==> config.mk <==
export PLATFORM = sky130hd
export DESIGN_NAME = audio_packetizer
export DESIGN_NICKNAME = d
export VERILOG_FILES = /design/src/rtl/apk_pkg.sv /design/src/rtl/apk_capture.sv /design/src/rtl/apk_packer.sv /design/src/rtl/audio_packetizer.sv
export SDC_FILE = /design/constraint.sdc
export NUM_CORES = 1
export LEC_CHECK = 0
export BUFFER_PORTS_ARGS = -buffer_cell sky130_fd_sc_hd__buf_2
export CAP_MARGIN = 20
export CELL_PAD_IN_SITES_DETAIL_PLACEMENT = 1
export CELL_PAD_IN_SITES_GLOBAL_PLACEMENT = 1
export CORE_UTILIZATION = 25
export CTS_BUF_LIST = sky130_fd_sc_hd__clkbuf_8
export DETAILED_ROUTE_END_ITERATION = 10
export PLACE_DENSITY_LB_ADDON = 0.2
export SLEW_MARGIN = 20
export SYNTH_ARGS = -nofsm -noshare
export SYNTH_HDL_FRONTEND = slang
export SYNTH_SLANG_ARGS = --single-unit
==> constraint.sdc <==
create_clock -name clk -period 3.47 [get_ports clk]
set_input_delay 0.1735 -clock clk [delete_from_list [all_inputs] [get_ports clk]]
set_output_delay 0.1735 -clock clk [all_outputs]
set_load 0.05 [all_outputs]
==> src/rtl/apk_pkg.sv <==
// Package: shared sizing for the audio frame packetizer.
// Assumes samples per group times sample width is a multiple of eight.
package apk_pkg;
    localparam int SMP_W     = 10;
    localparam int SHORT_LEN = 36;
    localparam int LONG_LEN  = 44;
    localparam int GRP       = 4;
endpackage

==> src/rtl/apk_capture.sv <==
// apk_capture: writes strobed samples into one of two frame buffers and
// swaps buffers when the current frame length is reached. It reports the
// full buffer with a one-cycle pulse. A group read port returns GRP samples
// packed first-sample-highest.
// Assumes: the frame lengths are multiples of GRP, and LONG_LEN >= SHORT_LEN.
module apk_capture #(
    parameter int SMP_W     = apk_pkg::SMP_W,
    parameter int SHORT_LEN = apk_pkg::SHORT_LEN,
    parameter int LONG_LEN  = apk_pkg::LONG_LEN,
    parameter int GRP       = apk_pkg::GRP,
    localparam int IDX_W    = $clog2(LONG_LEN),
    localparam int GIDX_W   = $clog2(LONG_LEN / GRP),
    localparam int WORD_W   = GRP * SMP_W
) (
    input  logic              clk,
    input  logic              rst_n,
    input  logic              stb,
    input  logic [SMP_W-1:0]  din,
    input  logic              long_mode,
    input  logic              rd_sel,
    input  logic [GIDX_W-1:0] rd_grp,
    output logic [WORD_W-1:0] rd_word,
    output logic              full_pulse,
    output logic              full_sel,
    output logic              full_long
);
    logic [SMP_W-1:0] mem [2][LONG_LEN];
    logic             wr_sel;
    logic [IDX_W-1:0] wr_idx;
    logic             cur_long;
    logic [IDX_W-1:0] last_idx;

    assign last_idx = cur_long ? IDX_W'(LONG_LEN - 1) : IDX_W'(SHORT_LEN - 1);

    // Sample storage: write the strobed sample into the active buffer.
    always_ff @(posedge clk) begin
        if (stb) mem[wr_sel][wr_idx] <= din;
    end

    // Frame counter and buffer swap; the mode is latched at a boundary.
    always_ff @(posedge clk) begin
        if (!rst_n) begin
            wr_sel     <= 1'b0;
            wr_idx     <= '0;
            cur_long   <= long_mode;
            full_pulse <= 1'b0;
            full_sel   <= 1'b0;
            full_long  <= 1'b0;
        end else begin
            full_pulse <= 1'b0;
            if (stb) begin
                if (wr_idx == last_idx) begin
                    wr_idx     <= '0;
                    wr_sel     <= ~wr_sel;
                    full_pulse <= 1'b1;
                    full_sel   <= wr_sel;
                    full_long  <= cur_long;
                    cur_long   <= long_mode;
                end else begin
                    wr_idx <= wr_idx + 1'b1;
                end
            end
        end
    end

    // Group read port: one sample per slot, first sample in the top bits.
    for (genvar k = 0; k < GRP; k++) begin : g_rd
        logic [IDX_W-1:0] addr;
        assign addr = IDX_W'(IDX_W'(rd_grp) * IDX_W'(GRP)) + IDX_W'(k);
        assign rd_word[(GRP-1-k)*SMP_W +: SMP_W] = mem[rd_sel][addr];
    end
endmodule

==> src/rtl/apk_packer.sv <==
// apk_packer: streams a full buffer as a status byte followed by the
// payload. Each group word is cut into bytes, most significant byte first.
// A new frame that arrives while the engine is busy is dropped, and the
// sticky overrun flag is set.
// Assumes: WORD_W is a multiple of 8.
module apk_packer #(
    parameter int SMP_W     = apk_pkg::SMP_W,
    parameter int SHORT_LEN = apk_pkg::SHORT_LEN,
    parameter int LONG_LEN  = apk_pkg::LONG_LEN,
    parameter int GRP       = apk_pkg::GRP,
    localparam int GIDX_W   = $clog2(LONG_LEN / GRP),
    localparam int WORD_W   = GRP * SMP_W,
    localparam int BPG      = WORD_W / 8,
    localparam int BS_W     = $clog2(BPG),
    localparam int SH_W     = $clog2(WORD_W)
) (
    input  logic              clk,
    input  logic              rst_n,
    input  logic              start,
    input  logic              start_sel,
    input  logic              start_long,
    input  logic              locate,
    input  logic [WORD_W-1:0] rd_word,
    input  logic              out_ready,
    output logic              rd_sel,
    output logic [GIDX_W-1:0] rd_grp,
    output logic [7:0]        out_data,
    output logic              out_valid,
    output logic              frame_start,
    output logic              overrun
);
    logic              busy;
    logic              in_status;
    logic [BS_W-1:0]   bsel;
    logic              long_q;
    logic              loc_q;
    logic [GIDX_W-1:0] last_grp;
    logic [SH_W-1:0]   shamt;
    logic [WORD_W-1:0] shifted;

    assign last_grp  = long_q ? GIDX_W'(LONG_LEN / GRP - 1) : GIDX_W'(SHORT_LEN / GRP - 1);
    assign shamt     = SH_W'((BPG - 1 - int'(bsel)) * 8);
    assign shifted   = rd_word >> shamt;
    assign out_valid = busy;

    // Output byte: the status byte first, then the selected slice of the group word.
    always_comb begin
        if (in_status) out_data = {7'b0, loc_q};
        else           out_data = shifted[7:0];
    end

    // Stream sequencer: step byte and group on each handshake, and accept new frames.
    always_ff @(posedge clk) begin
        if (!rst_n) begin
            busy        <= 1'b0;
            in_status   <= 1'b0;
            bsel        <= '0;
            rd_grp      <= '0;
            rd_sel      <= 1'b0;
            long_q      <= 1'b0;
            loc_q       <= 1'b0;
            frame_start <= 1'b0;
            overrun     <= 1'b0;
        end else begin
            frame_start <= 1'b0;
            if (busy && out_ready) begin
                if (in_status) begin
                    in_status <= 1'b0;
                end else if (bsel == BS_W'(BPG - 1)) begin
                    bsel <= '0;
                    if (rd_grp == last_grp) busy <= 1'b0;
                    else                    rd_grp <= rd_grp + 1'b1;
                end else begin
                    bsel <= bsel + 1'b1;
                end
            end
            if (start) begin
                if (busy) begin
                    overrun <= 1'b1;
                end else begin
                    busy        <= 1'b1;
                    in_status   <= 1'b1;
                    bsel        <= '0;
                    rd_grp      <= '0;
                    rd_sel      <= start_sel;
                    long_q      <= start_long;
                    loc_q       <= locate;
                    frame_start <= 1'b1;
                end
            end
        end
    end
endmodule

==> src/rtl/audio_packetizer.sv <==
// audio_packetizer: top level. It joins the two-buffer sample capture to
// the byte packing engine.
// Assumes: smp_stb is a single-cycle pulse spaced by enough cycles for a
// frame to drain between buffer fills.
module audio_packetizer #(
    parameter int SMP_W     = apk_pkg::SMP_W,
    parameter int SHORT_LEN = apk_pkg::SHORT_LEN,
    parameter int LONG_LEN  = apk_pkg::LONG_LEN,
    parameter int GRP       = apk_pkg::GRP
) (
    input  logic             clk,
    input  logic             rst_n,
    input  logic             smp_stb,
    input  logic [SMP_W-1:0] smp_data,
    input  logic             long_mode,
    input  logic             locate_req,
    output logic [7:0]       out_data,
    output logic             out_valid,
    input  logic             out_ready,
    output logic             frame_start,
    output logic             overrun
);
    localparam int GIDX_W = $clog2(LONG_LEN / GRP);
    localparam int WORD_W = GRP * SMP_W;

    logic              full_pulse, full_sel, full_long, rd_sel;
    logic [GIDX_W-1:0] rd_grp;
    logic [WORD_W-1:0] rd_word;

    apk_capture #(.SMP_W(SMP_W), .SHORT_LEN(SHORT_LEN), .LONG_LEN(LONG_LEN), .GRP(GRP)) u_cap (
        .clk(clk), .rst_n(rst_n), .stb(smp_stb), .din(smp_data), .long_mode(long_mode),
        .rd_sel(rd_sel), .rd_grp(rd_grp), .rd_word(rd_word),
        .full_pulse(full_pulse), .full_sel(full_sel), .full_long(full_long)
    );

    apk_packer #(.SMP_W(SMP_W), .SHORT_LEN(SHORT_LEN), .LONG_LEN(LONG_LEN), .GRP(GRP)) u_pack (
        .clk(clk), .rst_n(rst_n), .start(full_pulse), .start_sel(full_sel),
        .start_long(full_long), .locate(locate_req), .rd_word(rd_word),
        .out_ready(out_ready), .rd_sel(rd_sel), .rd_grp(rd_grp),
        .out_data(out_data), .out_valid(out_valid),
        .frame_start(frame_start), .overrun(overrun)
    );
endmodule

==> out/qor.yml, run 1 <==
yosys:
  synth_seq_cells: 906
  ys.flop_type: "edfxtp_1"
  synthCells: 1901
  yosysTopAreaCell: "edfxtp_1"
  synth-seq-area-share: 0.757
  ys_top_cells_by_area: "edfxtp_1 74%, mux4_2 7.8%, mux2i_1 6.0%"
  synth_cell_types: 60
  syn_nets: 1922
  yosysTopAreaCellShare: 0.743
  synth-async-reset-ratio: 0
  synthesis.area_um2: 35600
  yosysWarnings: 0
  syn_avg_cell_area_um2: 18.7
  synth_edf_count: 881
grt:
  grt_pass1_vias: 21000
  grt_usage: 0.161
  grt_max_degree: 89
  antenna_found_initial: 4
  grt_pass1_wl_mm: 161
  overflow: 0
routing:
  ant_nets: 0
  wirelength_mm: 115
  wl_met2_mm: 55.8
  drt-vias-per-instance: 4.55
  wl_met1_mm: 51.6
  detail_route.wl_per_cell_um: 26.8
  top_layer: "met4"
  drc_errors: 0
  dr_wl_met3_mm: 5.18
  dr.pass1.iters: 5
  dr.first_iter.drc_count: 1377
  vias: 19600
setup_path:
  critPathLaunchType: "flip-flop"
  path_class: "flip-flop to primary output"
  cp_max_fo: 9
  timing.rr.start: "u_cap.wr_sel"
  required_ps: 3300
  critPathArrivalTime_ps: 3580
  reg2regPathDepth: 5
  reg2reg_slack_ps: 780
  r2r_end: "u_cap.mem[1][334]"
  cp-endpoint: "out_data[3]"
  endpoint_kind: "primary output"
clocking:
  cts_buffers: 159
  clk_path_buf_depth: 3
  clkSlewWorstSetupHoldPaths_ps: 60
  htreeDepth: 4
  cts_tree: "done"
  numClockSinks: 906
  root_buffer: "clkbuf_8"
  insertion_delay_ps: 850
outcome:
  failed_checks: "setup timing"
  status: "complete, but fails checks"
die:
  core_area_um2: 141000
  start_util: 0.252
  die_area_um2: 144000
  dieWidth_um: 379
  rows: 138
  die_h_um: 379
  num_io_pins: 27
finish:
  syn2layout_area_growth_pct: 23.6
  fin_util: 0.311
  final_cell_mix: "881 x edfxtp_1, 234 x buf_4, 207 x mux2i_1"
  final_common_cell: "edfxtp_1"
  drive_gt1_frac: 0.305
  nNetsFinal: 2303
power:
  power.leakage_nw: 13.8
  power.switching_mw: 4.81
  p_comb_frac: 0.022
  powerDensity_nw_per_um2: 489
  seq_power_share: 0.559
  switching_share: 0.223
  internal_power_mw: 16.7
  p_clk_frac: 0.419
  power.ir.vdd_worst_mv: 0.334
sta:
  fin_tns_setup_ps: -1670
  slew_headroom: 0.273
  finalHoldViolations: 0
  fin_crit_sh: 1.08
  final-setup-viol-count: 8
  setup_ws_ps: -285
  fmax_mhz: 266
  rsz0062_at_grt: "true"
  drv_slew: 0
  finClkSkew_ps: 28.8
  tightest_slew_ps: 1090
  period_minus_slack_ps: 3750
min_path:
  whs_path_depth: 4
  hp-class: "primary input to flip-flop"
placement:
  hpwl_mm: 73.5
  io_buffers: 26
  gp_congestion: 0.788
flow_run:
  drv_cap: 0
==> critical path: stages, from the launching register on <==
cell and delay [ps]:
dfxtp_4 360, buf_12 150, buf_12 140, buf_12 110, mux4_2 550, a221oi_4 440, nand3_2 140, a211oi_4 350
o22ai_1 120, buf_4 190, buf_12 140
==> cell usage after synthesis (all sizes together) (9+ instances only) <==
library cell,n
mux4,123
edfxtp,881
nor3,15
nand3,47
nor2,132
dfxtp,25
nor2b,9
clkbuf,28
mux2i,215
o21ai,41
nand2,64
a21oi,25
a22oi,49
and2,9
o22ai,38
buf,72
nand4,9
o2bb2ai,17
==> kinds of logic (layout without fill, tap and decap cells) <==
group           count (synthesis)  in the layout  synth area share
fa+ha+maj                       5              5           0.00176
compound gates                212            212            0.0412
flops                         906            906             0.757
mux                           345            345             0.140
xor+xnor                        9              9           0.00221
buf+inv                       108            610            0.0172
other cells                     0              4                 0
simple gates                  316            316            0.0405
==> worst min-delay path by stage <==
stage | from | to | slack, ps
2_1_floorplan | long_mode | u_cap.cur_long | 270
3_3_place_gp | long_mode | u_cap.cur_long | 350
3_5_place_dp | long_mode | u_cap.cur_long | 350
4_1_cts | smp_data[7] | u_cap.mem[0][297] | 70
5_1_grt | rst_n | u_pack.out_valid | 190
6_report | rst_n | u_pack.out_valid | 190
==> per-stage QoR <==
stage          cells  instance area, um^2  total power, mW  worst slack (ps)  hold slack [ps]
3_3_place_gp    3954                39700             12.7              -192              355
6_report        4297                44000             21.5              -285              187
3_5_place_dp    3954                39700             12.7              -232              354
2_1_floorplan   1901                35600             12.4               168              272
5_1_grt         4295                44000             22.3              -372              186
4_1_cts         4286                43800             21.9              -389             66.4
==> area by class of cell <==
class	instances	area, um^2
fillers	14500	97400
flip-flops and latches	906	27000
multi-input cells	887	8680
repair buffers	320	3130
well taps	1890	2360
clock buffers	163	2240
clock inverters	119	606
inverters	8	30.0
diodes	4	10.0
==> power by group through the flow <==
stage	Combinational, mW	Clock [mW]	Sequential [mW]
floorplan	0.116	0	12.3
global placement	0.444	0	12.3
detailed placement	0.457	0	12.3
CTS	0.481	9.34	12.0
global route	0.499	9.72	12.0
finish	0.465	9.03	12.0
==> routing by layer <==
layer	up-vias	track usage
met5	-	0
met4	0	0.0499
met3	156	0.0273
met2	469	0.265
met1	10400	0.215
li1	8520	-
==> what timing repair did <==
action,in CTS,in global routing
pin swaps,40,28
endpoints found under the setup margin,8,8
gates resized for setup,149,26
cloned,7,1
hold endpoints to repair,388,88
hold buffers,17,1
buffers inserted,35,6
==> state kept, by name, summed over array words and instances, names as in the netlist, named ones only <==
| name | cells |
|---|---|
| u_cap.cur_long | 1 |
| u_cap.full_long | 1 |
| u_cap.full_pulse | 1 |
| u_cap.full_sel | 1 |
| u_cap.mem | 880 |
| u_cap.wr_idx | 6 |
| u_cap.wr_sel | 1 |
| u_pack.bsel | 3 |
| u_pack.frame_start | 1 |
| u_pack.in_status | 1 |
| u_pack.loc_q | 1 |
| u_pack.long_q | 1 |
| u_pack.out_valid | 1 |
| u_pack.overrun | 1 |
| u_pack.rd_grp | 4 |
| u_pack.rd_sel | 1 |
Power figures use the tool's default switching activity.
==> run 2, diff against run 1 <==
--- a/config.mk
+++ b/config.mk
@@ -13,6 +13,7 @@
 export CTS_BUF_LIST = sky130_fd_sc_hd__clkbuf_8
 export DETAILED_ROUTE_END_ITERATION = 10
 export PLACE_DENSITY_LB_ADDON = 0.2
+export SKIP_CTS_REPAIR_TIMING = 1
 export SLEW_MARGIN = 20
 export SYNTH_ARGS = -nofsm -noshare
 export SYNTH_HDL_FRONTEND = slang
==> out/qor.yml, run 2 (same netlist as run 1, synthesis figures left out) <==
die:
  die_area_um2: 144000  # unchanged
  dieWidth_um: 379  # unchanged
  rows: 138  # unchanged
  core_area_um2: 141000  # unchanged
  num_io_pins: 27  # unchanged
  die_h_um: 379  # unchanged
  start_util: 0.252  # unchanged
routing:
  vias: 19700  # was 19.6k
  detail_route.wl_per_cell_um: 26.7  # was 26.8 um
  ant_nets: 0  # unchanged
  drc_errors: 0  # unchanged
  wirelength_mm: 115  # about the same
  dr.first_iter.drc_count: 1401  # was 1,377
  drt-vias-per-instance: 4.56  # was 4.55
  dr.pass1.iters: 5  # unchanged
min_path:
  hp-class: "primary input to flip-flop"  # unchanged
clocking:
  clk_path_buf_depth: 3  # unchanged
  clkSlewWorstSetupHoldPaths_ps: 60  # about the same
  cts_buffers: 159  # unchanged
  htreeDepth: 4  # unchanged
  numClockSinks: 906  # unchanged
  root_buffer: "clkbuf_8"  # unchanged
  insertion_delay_ps: 850  # about the same
  cts_tree: "done"  # unchanged
setup_path:
  endpoint_kind: "primary output"  # unchanged
  path_class: "flip-flop to primary output"  # unchanged
  critPathLaunchType: "flip-flop"  # unchanged
  cpPeakStageDelay_ps: 600  # was 550 ps
  cpMostUsedCell: "buf_12"  # unchanged
  cp_max_fo: 14  # was 9
  critPathTopFamily: "compound AO/OA/AOI/OAI gates"  # unchanged
  critPathArrivalTime_ps: 3670  # was 3580 ps
  worstPathCellList: "buf_6, buf_12, mux4_2, a221oi_2, nand3_2, a2111oi_4, o32ai_4, buf_12"  # was buf_12, buf_12, buf_12, mux4_2, a221oi_4, nand3_2, a211oi_4, o22ai_1, buf_4, buf_12
  cp_slowest_cell: "mux4_2"  # unchanged
  required_ps: 3300  # about the same
  cp.buffers_inverters: 3  # was 5
finish:
  final_cell_mix: "881 x edfxtp_1, 253 x buf_4, 211 x mux2i_1"  # was 881 x edfxtp_1, 234 x buf_4, 207 x mux2i_1
  reg_top3: "u_cap.mem x880, u_cap.wr_idx x6, u_pack.rd_grp x4"  # unchanged
  regMostFlops: "u_cap.mem"  # unchanged
  nNetsFinal: 2318  # was 2,303
  final_common_cell: "edfxtp_1"  # unchanged
  syn2layout_area_growth_pct: 23.6  # about the same
  largest_reg_flops: 880  # unchanged
  drive_gt1_frac: 0.305  # about the same
sta:
  fin_crit_sh: 1.11  # was 1.08
  setup_ws_ps: -371  # was -285 ps
  whs_ps: 38.6  # was 187 ps
  final-setup-viol-count: 8  # unchanged
  finClkSkew_ps: 28.5  # was 28.8 ps
  drv_slew: 0  # unchanged
  rsz0062_at_grt: "true"  # unchanged
  fmax_mhz: 260  # was 266 MHz
  period_minus_slack_ps: 3840  # was 3750 ps
  finalHoldViolations: 0  # unchanged
  slew_headroom: 0.277  # was 0.273
  tightest_slew_ps: 1080  # was 1090 ps
grt:
  grt_pass1_vias: 20700  # was 21.0k
  antenna_found_initial: 6  # was 4
  overflow: 0  # unchanged
  grt_usage: 0.157  # was 0.161
  grt_max_degree: 89  # unchanged
  grt_pass1_wl_mm: 157  # was 161 mm
power:
  powerDensity_nw_per_um2: 489  # about the same
  power.ir.vdd_worst_mv: 0.331  # was 0.334 mV
  report.power.total_mw: 21.5  # about the same
  power.leakage_nw: 13.8  # about the same
outcome:
  status: "complete, but fails checks"  # unchanged
  failed_checks: "setup timing"  # unchanged
placement:
  io_buffers: 26  # unchanged
  gp_congestion: 0.788  # unchanged
  hpwl_mm: 73.5  # unchanged
flow_run:
  drv_cap: 0  # unchanged
run 2: cell types whose count changed in the layout (fill, tap and decap cells not counted), sizes merged:
cell,change
diode,-3
buf,+10
dlygate4sd3,-1
clkbuf,+8
bufbuf,-2
run 2: worst paths after layout:
path	startpoint	to	slack [ps]	cells after the start
setup / recovery	flip-flop	out_data[6]	-370	8
hold reg to reg	u_cap.full_long	u_pack.long_q	480	1
hold / removal	smp_data[4]	u_cap.mem[0][244]	40	1
setup reg to reg	u_cap.wr_sel	u_cap.mem[1][334]	780	5
run 2: layout make-up:
| class | instances | area [um^2] |
|---|---|---|
| Antenna cell | 1 | 2.50 |
| Clock buffer | 163 | 2240 |
| Clock inverter | 119 | 606 |
| Fill cell | 14500 | 97400 |
| Inverter | 8 | 30.0 |
| Multi-Input combinational cell | 887 | 8600 |
| Sequential cell | 906 | 27000 |
| Tap cell | 1890 | 2360 |
| Timing Repair Buffer | 335 | 3210 |
run 2: report_power, final:
group	internal (mW)	switching (mW)	leakage, nW
Clock	4.58	4.44	1.62
Combinational	0.119	0.344	4.08
Sequential	12.0	0.0161	8.13
Total	16.7	4.80	13.8
run 2: metrics by stage:
step	area, um^2	utilization	worst slack [ps]	instances	TNS, ps
after global placement	39700	0.281	-192	3954	-298
after CTS	42500	0.301	-1200	4236	-7000
after floorplan	35600	-	168	1901	0
final	44000	0.311	-371	4309	-2290
after global routing	44000	0.311	-458	4309	-3170
after detailed placement	39700	0.281	-232	3954	-310
run 2: per-layer routing:
layer	wire length, um	global-route usage	share of wire
met1	51300	0.207	0.45
met2	55500	0.259	0.48
met3	5490	0.0321	0.048
met4	2890	0.0497	0.025
met5	0	0	0
